## src/rtl/xint_pkg.sv

```systemverilog
package xint_pkg;

    localparam int XLEN = 32;

    // big-endian machine-state bit numbers
    localparam int MSR_ILE_BE = 15;
    localparam int MSR_EE_BE  = 16;
    localparam int MSR_ME_BE  = 19;
    localparam int MSR_IP_BE  = 25;
    localparam int MSR_LE_BE  = 31;

    // convert a big-endian bit number to a vector index
    function automatic int le_pos(input int be_bit);
        return XLEN - 1 - be_bit;
    endfunction

    localparam int EE_L  = XLEN - 1 - MSR_EE_BE;
    localparam int ILE_L = XLEN - 1 - MSR_ILE_BE;
    localparam int ME_L  = XLEN - 1 - MSR_ME_BE;
    localparam int IP_L  = XLEN - 1 - MSR_IP_BE;
    localparam int LE_L  = XLEN - 1 - MSR_LE_BE;

    // saved-state copy region: big-endian bits 16..31 are the low half
    localparam logic [XLEN-1:0] SRR1_COPY_MASK = 32'h0000_FFFF;

endpackage

```

## src/rtl/xint_src_select.sv

```systemverilog
module xint_src_select #(
    parameter int NSRC  = 48,
    parameter int SRC_W = 6
) (
    input  logic [NSRC-1:0]  src_req,
    input  logic             lvl_valid,
    input  logic [SRC_W-1:0] lvl_idx,
    output logic             any_eligible,
    output logic [SRC_W-1:0] win_idx
);

    logic [NSRC-1:0] eligible;

    // a source is eligible when requesting and not at or below the service level
    for (genvar g = 0; g < NSRC; g++) begin : g_elig
        localparam logic [SRC_W-1:0] IDX = SRC_W'(g);
        assign eligible[g] = src_req[g] && !(lvl_valid && (IDX >= lvl_idx));
    end

    always_comb begin
        win_idx = '0;
        // scan from the top so that the lowest eligible index is left standing
        for (int i = NSRC - 1; i >= 0; i--) begin
            if (eligible[i]) begin
                win_idx = SRC_W'(i);
            end
        end
    end

    assign any_eligible = |eligible;

endmodule

```

## src/rtl/xint_state_rewrite.sv

```systemverilog
module xint_state_rewrite
    import xint_pkg::*;
#(
    parameter int DCMPEN_BIT = 29
) (
    input  logic [XLEN-1:0] msr_cur,
    input  logic            comp_en,
    input  logic            comp_exc,
    output logic [XLEN-1:0] msr_next,
    output logic [XLEN-1:0] srr1_next
);

    localparam int DC_L = XLEN - 1 - DCMPEN_BIT;

    always_comb begin
        msr_next        = '0;
        msr_next[IP_L]  = msr_cur[IP_L];
        msr_next[ME_L]  = msr_cur[ME_L];
        msr_next[LE_L]  = msr_cur[ILE_L];
        msr_next[DC_L]  = comp_en & comp_exc;
    end

    assign srr1_next = msr_cur & SRR1_COPY_MASK;

endmodule

```

## src/rtl/xint_vector_gen.sv

```systemverilog
module xint_vector_gen
    import xint_pkg::*;
#(
    parameter int              SRC_W       = 6,
    parameter logic [XLEN-1:0] HI_BASE     = 32'hFFF0_0000,
    parameter logic [XLEN-1:0] VEC_OFF     = 32'h0000_0500,
    parameter int              STRIDE_LOG2 = 3
) (
    input  logic             ip_high,
    input  logic             split_mode,
    input  logic [SRC_W-1:0] src_idx,
    output logic [XLEN-1:0]  target
);

    logic [XLEN-1:0] base;
    logic [XLEN-1:0] slot;

    always_comb begin
        base = ip_high ? HI_BASE : '0;
        slot = split_mode ? (XLEN'(src_idx) << STRIDE_LOG2) : '0;
        target = base + VEC_OFF + slot;
    end

endmodule

```

## src/rtl/xint_entry.sv

```systemverilog
module xint_entry
    import xint_pkg::*;
#(
    parameter int              NSRC        = 48,
    parameter int              DCMPEN_BIT  = 29,
    parameter logic [XLEN-1:0] HI_BASE     = 32'hFFF0_0000,
    parameter logic [XLEN-1:0] VEC_OFF     = 32'h0000_0500,
    parameter int              STRIDE_LOG2 = 3
) (
    input  logic            clk,
    input  logic            rst_n,
    input  logic            split_mode,
    input  logic            irq_req,
    input  logic [NSRC-1:0] src_req,
    input  logic            hp_busy,
    input  logic            lvl_release,
    input  logic [31:0]     msr_cur,
    input  logic [31:0]     next_pc,
    input  logic            comp_en,
    input  logic            comp_exc,
    output logic            take,
    output logic [31:0]     fetch_addr,
    output logic [31:0]     srr0,
    output logic [31:0]     srr1,
    output logic [31:0]     msr_new
);

    localparam int SRC_W = (NSRC > 1) ? $clog2(NSRC) : 1;

    typedef struct packed {
        logic            take;
        logic [XLEN-1:0] fetch;
        logic [XLEN-1:0] srr0;
        logic [XLEN-1:0] srr1;
        logic [XLEN-1:0] msr;
        logic            lvl_v;
        logic [SRC_W-1:0] lvl;
    } entry_state_t;

    entry_state_t st_d, st_q;

    logic             sel_any;
    logic [SRC_W-1:0] sel_idx;
    logic [XLEN-1:0]  msr_rw;
    logic [XLEN-1:0]  srr1_rw;
    logic [XLEN-1:0]  vec_addr;
    logic             pending;
    logic             accept;

    xint_src_select #(
        .NSRC  (NSRC),
        .SRC_W (SRC_W)
    ) u_sel (
        .src_req      (src_req),
        .lvl_valid    (st_q.lvl_v),
        .lvl_idx      (st_q.lvl),
        .any_eligible (sel_any),
        .win_idx      (sel_idx)
    );

    xint_state_rewrite #(
        .DCMPEN_BIT (DCMPEN_BIT)
    ) u_rw (
        .msr_cur   (msr_cur),
        .comp_en   (comp_en),
        .comp_exc  (comp_exc),
        .msr_next  (msr_rw),
        .srr1_next (srr1_rw)
    );

    xint_vector_gen #(
        .SRC_W       (SRC_W),
        .HI_BASE     (HI_BASE),
        .VEC_OFF     (VEC_OFF),
        .STRIDE_LOG2 (STRIDE_LOG2)
    ) u_vec (
        .ip_high    (msr_cur[IP_L]),
        .split_mode (split_mode),
        .src_idx    (sel_idx),
        .target     (vec_addr)
    );

    always_comb begin
        pending = split_mode ? sel_any : irq_req;
        accept  = pending && msr_cur[EE_L] && !hp_busy && !st_q.take;

        st_d      = st_q;
        st_d.take = 1'b0;

        if (accept) begin
            st_d.take  = 1'b1;
            st_d.fetch = vec_addr;
            st_d.srr0  = next_pc;
            st_d.srr1  = srr1_rw;
            st_d.msr   = msr_rw;
            if (split_mode) begin
                st_d.lvl_v = 1'b1;
                st_d.lvl   = sel_idx;
            end else if (lvl_release) begin
                st_d.lvl_v = 1'b0;
            end
        end else if (lvl_release) begin
            st_d.lvl_v = 1'b0;
        end
    end

    always_ff @(posedge clk) begin
        if (!rst_n) begin
            st_q <= '0;
        end else begin
            st_q <= st_d;
        end
    end

    assign take       = st_q.take;
    assign fetch_addr = st_q.fetch;
    assign srr0       = st_q.srr0;
    assign srr1       = st_q.srr1;
    assign msr_new    = st_q.msr;

endmodule

```

## config.mk

```make
export PLATFORM = sky130hd
export DESIGN_NAME = xint_entry
export DESIGN_NICKNAME = d
export VERILOG_FILES = /design/src/rtl/xint_pkg.sv /design/src/rtl/xint_src_select.sv /design/src/rtl/xint_state_rewrite.sv /design/src/rtl/xint_vector_gen.sv /design/src/rtl/xint_entry.sv
export SDC_FILE = /design/constraint.sdc
export NUM_CORES = 1
export LEC_CHECK = 0
export BUFFER_PORTS_ARGS = -buffer_cell sky130_fd_sc_hd__buf_2
export CORE_MARGIN = 5
export CORE_UTILIZATION = 35
export CTS_CLUSTER_DIAMETER = 30
export DETAILED_ROUTE_END_ITERATION = 10
export SYNTH_ARGS = -nofsm -noshare
export SYNTH_HDL_FRONTEND = slang
export SYNTH_HIERARCHICAL = 1
export SYNTH_SLANG_ARGS = --single-unit
```

## constraint.sdc

```tcl
create_clock -name clk -period 2.4 [get_ports clk]
set_input_delay 0.24 -clock clk [delete_from_list [all_inputs] [get_ports clk]]
set_output_delay 0.24 -clock clk [all_outputs]
set_load 0.03 [all_outputs]
```

==> results.py, run 1 <==
metrics = {
    "worst_setup_path": {
        "start_kind": "register",
        "r2r-end": "st_q[0]",
        "worstPathMaxFanout": 7,
        "critPathMostFrequentCell": "buf_4",
        "r2r_cells": 12,
        "critical_path_class": "register to register",
        "arrival_ps": 3100,
        "rr_startpoint": "st_q[6]",
        "slowest_delay_ps": 400,
        "crit_path_cell_trace": "buf_4 > or3b_4 > buf_4 > o211a_1 > nor4_2 > o211ai_1 > a211oi_2 > a211oi_2 > o31ai_2 > buf_4 > nand2_1 > mux2i_1",
        "rrSetupSlack_ps": -390,
        "path_buf_inv": 3,
        "critPathSlowestCell": "or3b_4",
        "cp-end-kind": "register",
        "crit_family": "compound AO/OA/AOI/OAI gates",
        "cp_data_required_time_ps": 2710,
    },
    "placed_design": {
        "dpl_worst_slack_ps": -499,
        "hpwlAfterDp_mm": 16.9,
        "dp.cells": 1529,
        "portBuffers": 233,
        "place_congestion": 0.927,
    },
    "cells_and_area": {
        "final_common_cell": "nand2_1",
        "syn_to_final_growth_pct": 19.3,
        "final_cell_mix": "nand2_1, buf_2, mux2i_1",
        "fin_cells": 1570,
        "nNetsFinal": 1352,
        "drive_gt1_share_pct": 36.3,
    },
    "flow_run": {
        "max-cap-violations": 0,
    },
    "detailed_routing": {
        "drtIter0Drc": 363,
        "routedWlPerCell_um": 14.2,
        "via_per_inst": 4.49,
        "route.detailed.drc": 0,
        "routed-via-count": 7053,
        "antenna_left": 0,
        "routed_wl_mm": 22.3,
        "firstDrtPassIters": 4,
    },
    "sta": {
        "hold_viol_final": 0,
        "fin_ws_ps": -386,
        "rsz0062_at_grt": "true",
        "drv_slew": 0,
        "setup_violations": 136,
        "tns_ps": -36760,
        "finalCriticalPeriod_ps": 2790,
        "skew_ps": 16.2,
        "period_share_pct": 116,
        "fmax_ghz": 0.359,
    },
    "outcome": {
        "status": "finished, violations left",
        "failed_checks": "setup timing",
    },
    "clock_network": {
        "cts_root_buf": "clkbuf_16",
        "cts_tree": "done",
        "insertion_delay_ps": 420,
        "cts_buffer_depth": 2,
        "cts_buffers": 17,
        "clock-sinks": 136,
        "h-tree-depth": 4,
        "clk_pin_slew_ps": 60,
    },
    "power": {
        "peakVddDrop_mv": 0.287,
        "leakage_nw": 4.71,
        "finalPower_mw": 5.94,
        "power_density_nw_per_um2": 574,
    },
    "synth": {
        "syn-instance-count": 1077,
        "netlist_area_um2": 8670,
        "synth_ff_type": "dfxtp_1",
        "syn-mean-instance-area_um2": 8.05,
        "synth_edf_count": 0,
        "yosysSeqAreaShare_pct": 31.4,
        "ys_seq_elements": 136,
        "synth.distinct_cells": 66,
        "synthArstFlopShare_pct": 0,
        "yosysWarningCount": 6,
    },
    "floorplanning": {
        "start_util_pct": 35.6,
        "ios": 249,
        "chipHeight_um": 167,
        "core-area_um2": 24400,
        "dieArea_um2": 28000,
        "rows": 57,
        "die_width_um": 167,
    },
    "min_path": {
        "min_from": "msr_cur[9]",
        "hold_depth": 3,
        "hold_path.class": "input pin to register",
        "holdPathEnd": "srr1[9]",
    },
    "grt": {
        "grt_pass1_wl_mm": 35.6,
        "grt_antenna_before_repair": 0,
        "grt_pass1_vias": 6828,
        "grt_max_degree": 70,
        "grtUsageTotal_pct": 15.4,
        "overflow": 0,
    },
}
[worst register-to-register path: cells and delay by family (launching register included)]
kind            cells  cell delay (ps)
compound gates      5             1120
simple gates        3              590
mux                 1              190
buf+inv             3              450
flops               1              320
[where the power goes]
part | internal (mW) | total (mW) | switching (mW)
clock network | 1.39 | 2.52 | 1.12
logic | 0.423 | 1.03 | 0.611
registers | 2.34 | 2.39 | 0.0467
[logic make-up after synthesis]
group,after synthesis,share of synthesized area [%]
other,3,0.130
flip-flops,136,31.4
adder cells (fa/ha/maj),1,0.115
multiplexers,135,15.6
AND/OR/NAND/NOR,390,19.8
AO/OA/AOI/OAI,120,9.51
buffers and inverters,292,23.5
[cell type report]
cell class                      count  area, µm²
Antenna cell                        1       2.50
Clock inverter                     14        130
Multi-Input combinational cell    703       4330
Tap cell                          324        405
Sequential cell                   136       2740
Inverter                           14       52.6
Timing Repair Buffer              360       2250
Fill cell                        2476      14000
Clock buffer                       18        439
[what timing repair did]
| item | CTS | global route |
|---|---|---|
| endpoints found under the setup margin | 136 | 136 |
| hold buffers | 0 | 0 |
| setup buffers | 4 | 4 |
| pin swaps | 13 | 9 |
| resized for setup | 32 | 24 |
| cloned | 0 | 0 |
[layer usage]
metal / routed length (µm) / vias to the layer above / track usage, %
met3: 1570 / 34 / 4.10
met2: 9870 / 229 / 24.1
met1: 10300 / 3159 / 20.6
met5: 0 / - / 0
li1: - / 3631 / -
met4: 478 / 0 / 5.22
[how the worst max path moves through the flow]
| stage | startpoint | endpoint | slack, ps | cells past startpoint |
|---|---|---|---|---|
| final | st_q[6] | st_q[0] | -390 | 12 |
| after global routing | st_q[5] | srr1[2] | -480 | 12 |
| after CTS | st_q[4] | srr1[24] | -360 | 12 |
| after detailed placement | st_q[4] | msr_new[29] | -500 | 12 |
| after global placement | st_q[6] | st_q[0] | -550 | 12 |
| after floorplan | st_q[3] | take | -160 | 12 |
[stage by stage]
step / hold slack, ps / area (µm²) / util, %
final: 63.4 / 10300 / 42.4
after global routing: 42.3 / 10300 / 42.4
after CTS: 40.8 / 10200 / 41.9
after detailed placement: 444 / 9490 / 38.9
after global placement: 439 / 9490 / 38.9
after floorplan: 382 / 8940 / -
[synthesized netlist by cell type (all sizes together), types with 7 or more instances]
cell	number	share of area (%)
nand2	294	13
buf	246	22
dfxtp	136	31
mux2i	135	16
o21ai	33	1.9
clkbuf	32	1.4
a21oi	22	1.4
nor2	16	0.72
inv	14	0.61
and2	13	0.94
nand3	13	0.75
nand2b	9	0.65
nor2b	9	0.65
nand4	7	0.50
[flip-flops by register name, indices dropped and copies added (netlist names)]
name	flops
srr0	32
st_q	7
msr_new	32
take	1
srr1	32
fetch_addr	32
Note: power is estimated with default switching activity, not from simulation.
==> run 2: changes to the inputs <==
--- a/config.mk
+++ b/config.mk
@@ -5,10 +5,11 @@
 export SDC_FILE = /design/constraint.sdc
 export NUM_CORES = 1
 export LEC_CHECK = 0
-export BUFFER_PORTS_ARGS = -buffer_cell sky130_fd_sc_hd__buf_2
+export BUFFER_PORTS_ARGS = -buffer_cell sky130_fd_sc_hd__buf_4
+export CORE_ASPECT_RATIO = 1.5
 export CORE_MARGIN = 5
 export CORE_UTILIZATION = 35
-export CTS_CLUSTER_DIAMETER = 30
+export CTS_CLUSTER_DIAMETER = 100
 export DETAILED_ROUTE_END_ITERATION = 10
 export SYNTH_ARGS = -nofsm -noshare
 export SYNTH_HDL_FRONTEND = slang
==> run 2 against run 1 <==
Against the previous run: the flow still finishes with violations (setup timing); maximum frequency increased by 1.3%; worst setup slack better by 36 ps; sequential share of layout area is 2.3 points lower; hold slack improved by 5.7 ps; sequential power barely moved; wire length is 5.9% higher; global-route usage rose by 0.79 points; critical path type unchanged.
==> results.py, run 2 (same netlist as run 1, synthesis figures left out) <==
metrics = {
    "power": {
        "clock_power_share_pct": 40.9,
        "finalPower_mw": 6.05,
        "p_int_mw": 4.36,
        "p_switching_mw": 1.68,
        "switching_share_pct": 27.8,
        "power_density_nw_per_um2": 531,
        "leakage_nw": 5.03,
        "seq_power_share_pct": 39.6,
        "comb_power_share_pct": 19.5,
        "peakVddDrop_mv": 0.435,
    },
    "floorplanning": {
        "dieArea_um2": 28100,
        "start_util_pct": 35.5,
        "ios": 249,
        "core-area_um2": 24400,
        "rows": 70,
        "chipHeight_um": 203,
        "die_width_um": 139,
    },
    "detailed_routing": {
        "routed-via-count": 7286,
        "via_per_inst": 4.56,
        "drtIter0Drc": 230,
        "antenna_left": 0,
        "routedWlPerCell_um": 14.8,
        "route.detailed.drc": 0,
        "firstDrtPassIters": 4,
        "routed_wl_mm": 23.6,
    },
    "cells_and_area": {
        "final_area_um2": 11400,
        "antennaDiodeCount": 0,
        "drive_gt1_share_pct": 38.3,
        "nNetsFinal": 1380,
        "final_common_cell": "buf_4",
        "syn_to_final_growth_pct": 31.3,
        "final_cell_mix": "buf_4, nand2_1, mux2i_1",
        "fin_cells": 1597,
    },
    "outcome": {
        "failed_checks": "setup timing",
        "status": "finished, violations left",
    },
    "sta": {
        "finalCriticalPeriod_ps": 2750,
        "drv_slew": 0,
        "skew_ps": 12.5,
        "worst_pin_slew_ps": 671,
        "setup_violations": 136,
        "fmax_ghz": 0.364,
        "hold_viol_final": 0,
        "holdWs_ps": 69.1,
        "fin_ws_ps": -350,
        "period_share_pct": 115,
        "relSlewSlack_pct": 54.8,
        "rsz0062_at_grt": "true",
    },
    "min_path": {
        "min_from": "next_pc[19]",
        "hold_path.class": "input pin to register",
    },
    "worst_setup_path": {
        "cp-end-kind": "register",
        "arrival_ps": 3060,
        "worstPathMaxFanout": 9,
        "start_kind": "register",
        "cp_data_required_time_ps": 2710,
        "critPathLaunch": "st_q[3]",
        "critical_path_class": "register to register",
        "rr_startpoint": "st_q[3]",
    },
    "clock_network": {
        "cts-hold-fix-buffers": 0,
        "insertion_delay_ps": 420,
        "cts_root_buf": "clkbuf_16",
        "clock-sinks": 136,
        "cts_tree": "done",
        "h-tree-depth": 4,
        "clk_pin_slew_ps": 60,
        "cts_buffers": 17,
        "cts_buffer_depth": 2,
    },
    "grt": {
        "overflow": 0,
        "grtUsageTotal_pct": 16.2,
        "grt_antenna_before_repair": 0,
        "grt_pass1_wl_mm": 36.8,
        "grt_max_degree": 92,
        "grt_pass1_vias": 7244,
    },
    "placed_design": {
        "dp.cells": 1530,
        "place_congestion": 0.945,
        "hpwlAfterDp_mm": 17.0,
        "dpl_worst_slack_ps": -581,
        "portBuffers": 233,
        "placed_area_um2": 10100,
    },
    "flow_run": {
        "max-cap-violations": 0,
    },
}
## run 2: changes by cell type in the layout (fill, tap and decap cells not counted), moves of 4 or more
cell / previous run / this run
clkinv_2: 1 / 7
o21ai_0: 25 / 19
buf_4: 115 / 363
buf_6: 3 / 7
buf_2: 232 / 1
clkbuf_16: 17 / 22
inv_6: 5 / 0
buf_16: 0 / 5
o21ai_1: 7 / 12
## run 2: repair_timing
action,4_1_cts,5_1_grt
setup buffers,18,10
cloned,3,5
resized for setup,61,31
endpoints found under the setup margin,136,136
pin swaps,18,12
## run 2: power groups by stage
stage	combinational, mW	sequential, mW	clock [mW]
after global routing	1.28	2.40	2.62
after global placement	1.07	2.45	0
final	1.18	2.39	2.47
after floorplan	0.839	2.43	0
after CTS	1.14	2.40	2.56
after detailed placement	1.08	2.45	0
## run 2: stage by stage
step	util, %	TNS (ps)
CTS	45.3	-41900
floorplan	-	-15080
global route	46.6	-56230
global placement	41.1	-63830
finish	46.6	-41750
detailed placement	41.1	-70470
## run 2: area by class of cell
type                       count  area, µm²
clock buffer                  19        453
clock inverter                13        105
fill                        2395      13000
inverter                      14       56.3
multi-input combinational    703       4420
sequential                   136       2750
tap                          324        405
timing repair buffer         388       3210
## run 2: metal layers
metal,share of wire (%),global-route usage [%]
met5,0,0
met4,4.7,9.57
met3,5.1,3.82
met2,52,29.2
met1,38,17.0
## run 2: final timing paths
path | slack [ps] | cells after the start | to
max | -350 | 13 | srr0[30]
min | 70 | 3 | srr0[19]
max reg2reg | -350 | 13 | srr0[30]
min reg2reg | 450 | 2 | fetch_addr[2]
## run 2: worst max-delay path, stage by stage, from the launching register on
cell	delay [ps]
dfxtp_4	370
buf_4	140
buf_4	150
inv_1	170
a311oi_1	190
a31oi_2	290
nand3_2	150
nor4b_4	350
nand3b_1	140
nand2_2	110
a21oi_4	90
clkbuf_16	180
clkbuf_16	180
mux2i_1	120
==> run 3: changes to the inputs <==
--- a/config.mk
+++ b/config.mk
@@ -7,10 +7,10 @@
 export LEC_CHECK = 0
 export BUFFER_PORTS_ARGS = -buffer_cell sky130_fd_sc_hd__buf_4
 export CORE_ASPECT_RATIO = 1.5
-export CORE_MARGIN = 5
 export CORE_UTILIZATION = 35
 export CTS_CLUSTER_DIAMETER = 100
 export DETAILED_ROUTE_END_ITERATION = 10
+export PLACE_DENSITY = 0.71
 export SYNTH_ARGS = -nofsm -noshare
 export SYNTH_HDL_FRONTEND = slang
 export SYNTH_HIERARCHICAL = 1
==> run 3 against run 2 <==
Against the previous run: the run still ends with setup timing left; hold slack about the same; via count increased by 0.73%; die area decreased by 9.5%; worst setup slack improved by 17 ps; power increased by 6.0%; maximum frequency increased by 0.61%; combinational power about the same; clock power increased by 13%; clock skew decreased by 0.63 ps; critical path type unchanged; largest power group unchanged.
==> results.py, run 3 (same netlist as run 1, synthesis figures left out) <==
metrics = {
    "outcome": {
        "status": "finished, violations left",
        "failed_checks": "setup timing",
    },
    "flow_run": {
        "max-cap-violations": 0,
    },
    "worst_setup_path": {
        "worstPathMaxFanout": 8,
        "rrSetupSlack_ps": -330,
        "start_kind": "register",
        "cp-end-kind": "register",
        "critical_path_class": "register to register",
        "arrival_ps": 3080,
        "r2r-end": "fetch_addr[3]",
        "r2r_cells": 14,
        "rr_startpoint": "st_q[2]",
        "cp_data_required_time_ps": 2740,
    },
    "floorplanning": {
        "core-area_um2": 24300,
        "ios": 249,
        "chipHeight_um": 195,
        "start_util_pct": 35.6,
        "die_width_um": 131,
        "rows": 70,
        "dieArea_um2": 25400,
    },
    "detailed_routing": {
        "routed-via-count": 7339,
        "drtIter0Drc": 292,
        "firstDrtPassIters": 4,
        "route.detailed.drc": 0,
        "routedWlPerCell_um": 14.9,
        "antenna_left": 0,
        "routed_wl_mm": 23.7,
        "via_per_inst": 4.62,
    },
    "sta": {
        "fin_ws_ps": -334,
        "setup_violations": 136,
        "skew_ps": 11.8,
        "worst_pin_slew_ps": 573,
        "holdWs_ps": 68.6,
        "rsz0062_at_grt": "true",
        "finalCriticalPeriod_ps": 2730,
        "relSlewSlack_pct": 61.8,
        "drv_slew": 0,
        "fmax_ghz": 0.366,
        "hold_viol_final": 0,
        "period_share_pct": 114,
    },
    "power": {
        "leakage_nw": 5.03,
        "p_switching_mw": 1.75,
        "p_int_mw": 4.66,
        "clock_power_share_pct": 43.8,
        "seq_power_share_pct": 37.3,
        "power_density_nw_per_um2": 556,
        "switching_share_pct": 27.3,
        "peakVddDrop_mv": 0.465,
        "comb_power_share_pct": 18.9,
    },
    "placed_design": {
        "portBuffers": 233,
        "place_congestion": 0.888,
        "hpwlAfterDp_mm": 16.5,
        "dpl_worst_slack_ps": -569,
    },
    "cells_and_area": {
        "final_cell_mix": "buf_4, nand2_1, mux2i_1",
        "syn_to_final_growth_pct": 32.8,
        "final_common_cell": "buf_4",
        "nNetsFinal": 1372,
        "drive_gt1_share_pct": 38.3,
        "antennaDiodeCount": 0,
    },
    "min_path": {
        "hold_depth": 3,
        "hold_path.class": "input pin to register",
        "min_from": "next_pc[16]",
        "holdPathEnd": "srr0[16]",
    },
    "grt": {
        "grt_antenna_before_repair": 0,
        "overflow": 0,
        "grt_pass1_vias": 7129,
        "grt_pass1_wl_mm": 36.1,
        "grtUsageTotal_pct": 18.6,
        "grt_max_degree": 82,
    },
    "clock_network": {
        "cts_buffers": 17,
        "h-tree-depth": 4,
        "cts_root_buf": "clkbuf_16",
        "cts_tree": "done",
        "clock-sinks": 136,
        "cts_buffer_depth": 2,
        "clk_pin_slew_ps": 60,
        "insertion_delay_ps": 420,
    },
}
run 3: stage by stage:
stage / util [%] / area (µm²) / instances / TNS (ps) / power, mW
floorplan: - / 8940 / 1131 / -15080 / 3.27
global placement: 41.0 / 9980 / 1522 / -74340 / 3.50
detailed placement: 41.0 / 9980 / 1522 / -69650 / 3.51
CTS: 46.4 / 11300 / 1582 / -41820 / 6.44
global route: 47.3 / 11500 / 1589 / -57630 / 6.68
finish: 47.3 / 11500 / 1589 / -39630 / 6.41
run 3: power groups by stage:
stage	logic, mW	clock network [mW]	registers, mW
floorplan	0.839	0	2.43
global placement	1.05	0	2.45
detailed placement	1.06	0	2.45
CTS	1.17	2.87	2.39
global route	1.30	2.98	2.40
finish	1.21	2.80	2.39
run 3: worst max-delay path by stage:
| stage | from | endpoint | slack (ps) | cells after the start |
|---|---|---|---|---|
| finish | st_q[2] | fetch_addr[3] | -330 | 14 |
| global route | st_q[2] | srr1[30] | -470 | 14 |
| CTS | st_q[2] | srr1[13] | -350 | 12 |
| detailed placement | st_q[4] | take | -570 | 11 |
| global placement | st_q[6] | take | -620 | 11 |
| floorplan | st_q[3] | take | -160 | 12 |
run 3: final cells by class:
cell class,count,area [µm²]
fill,2406,12800
multi-input combinational,703,4480
timing repair buffer,380,3200
sequential,136,2750
clock buffer,19,433
tap,324,405
clock inverter,13,195
inverter,14,56.3
run 3: worst max-delay path: stages (launching register included):
cell      delay [ps]
dfxtp_4          360
buf_4            150
buf_4            130
nor2b_1          100
buf_4            180
nand2_1           70
o211ai_1         320
and3_1           260
nor4b_4          220
nand3b_1         130
nand2_2          110
a21oi_4           90
buf_16           180
buf_16           150
mux2i_2          180
run 3: per-layer routing:
metal / up-vias / routed length [µm] / part of all wire, % / GRT usage [%]
met2: 226 / 12800 / 54 / 34.6
met4: 0 / 966 / 4.1 / 9.66
li1: 3654 / - / - / -
met1: 3406 / 9050 / 38 / 19.2
met5: - / 0 / 0 / 0
met3: 53 / 887 / 3.7 / 3.17
run 3: timing repair:
item	4_1_cts	5_1_grt
resized for setup	71	37
pin swaps	29	22
setup endpoints to repair	136	136
hold endpoints to repair	0	0
cloned	9	1
buffers inserted	20	6
hold buffers	0	0
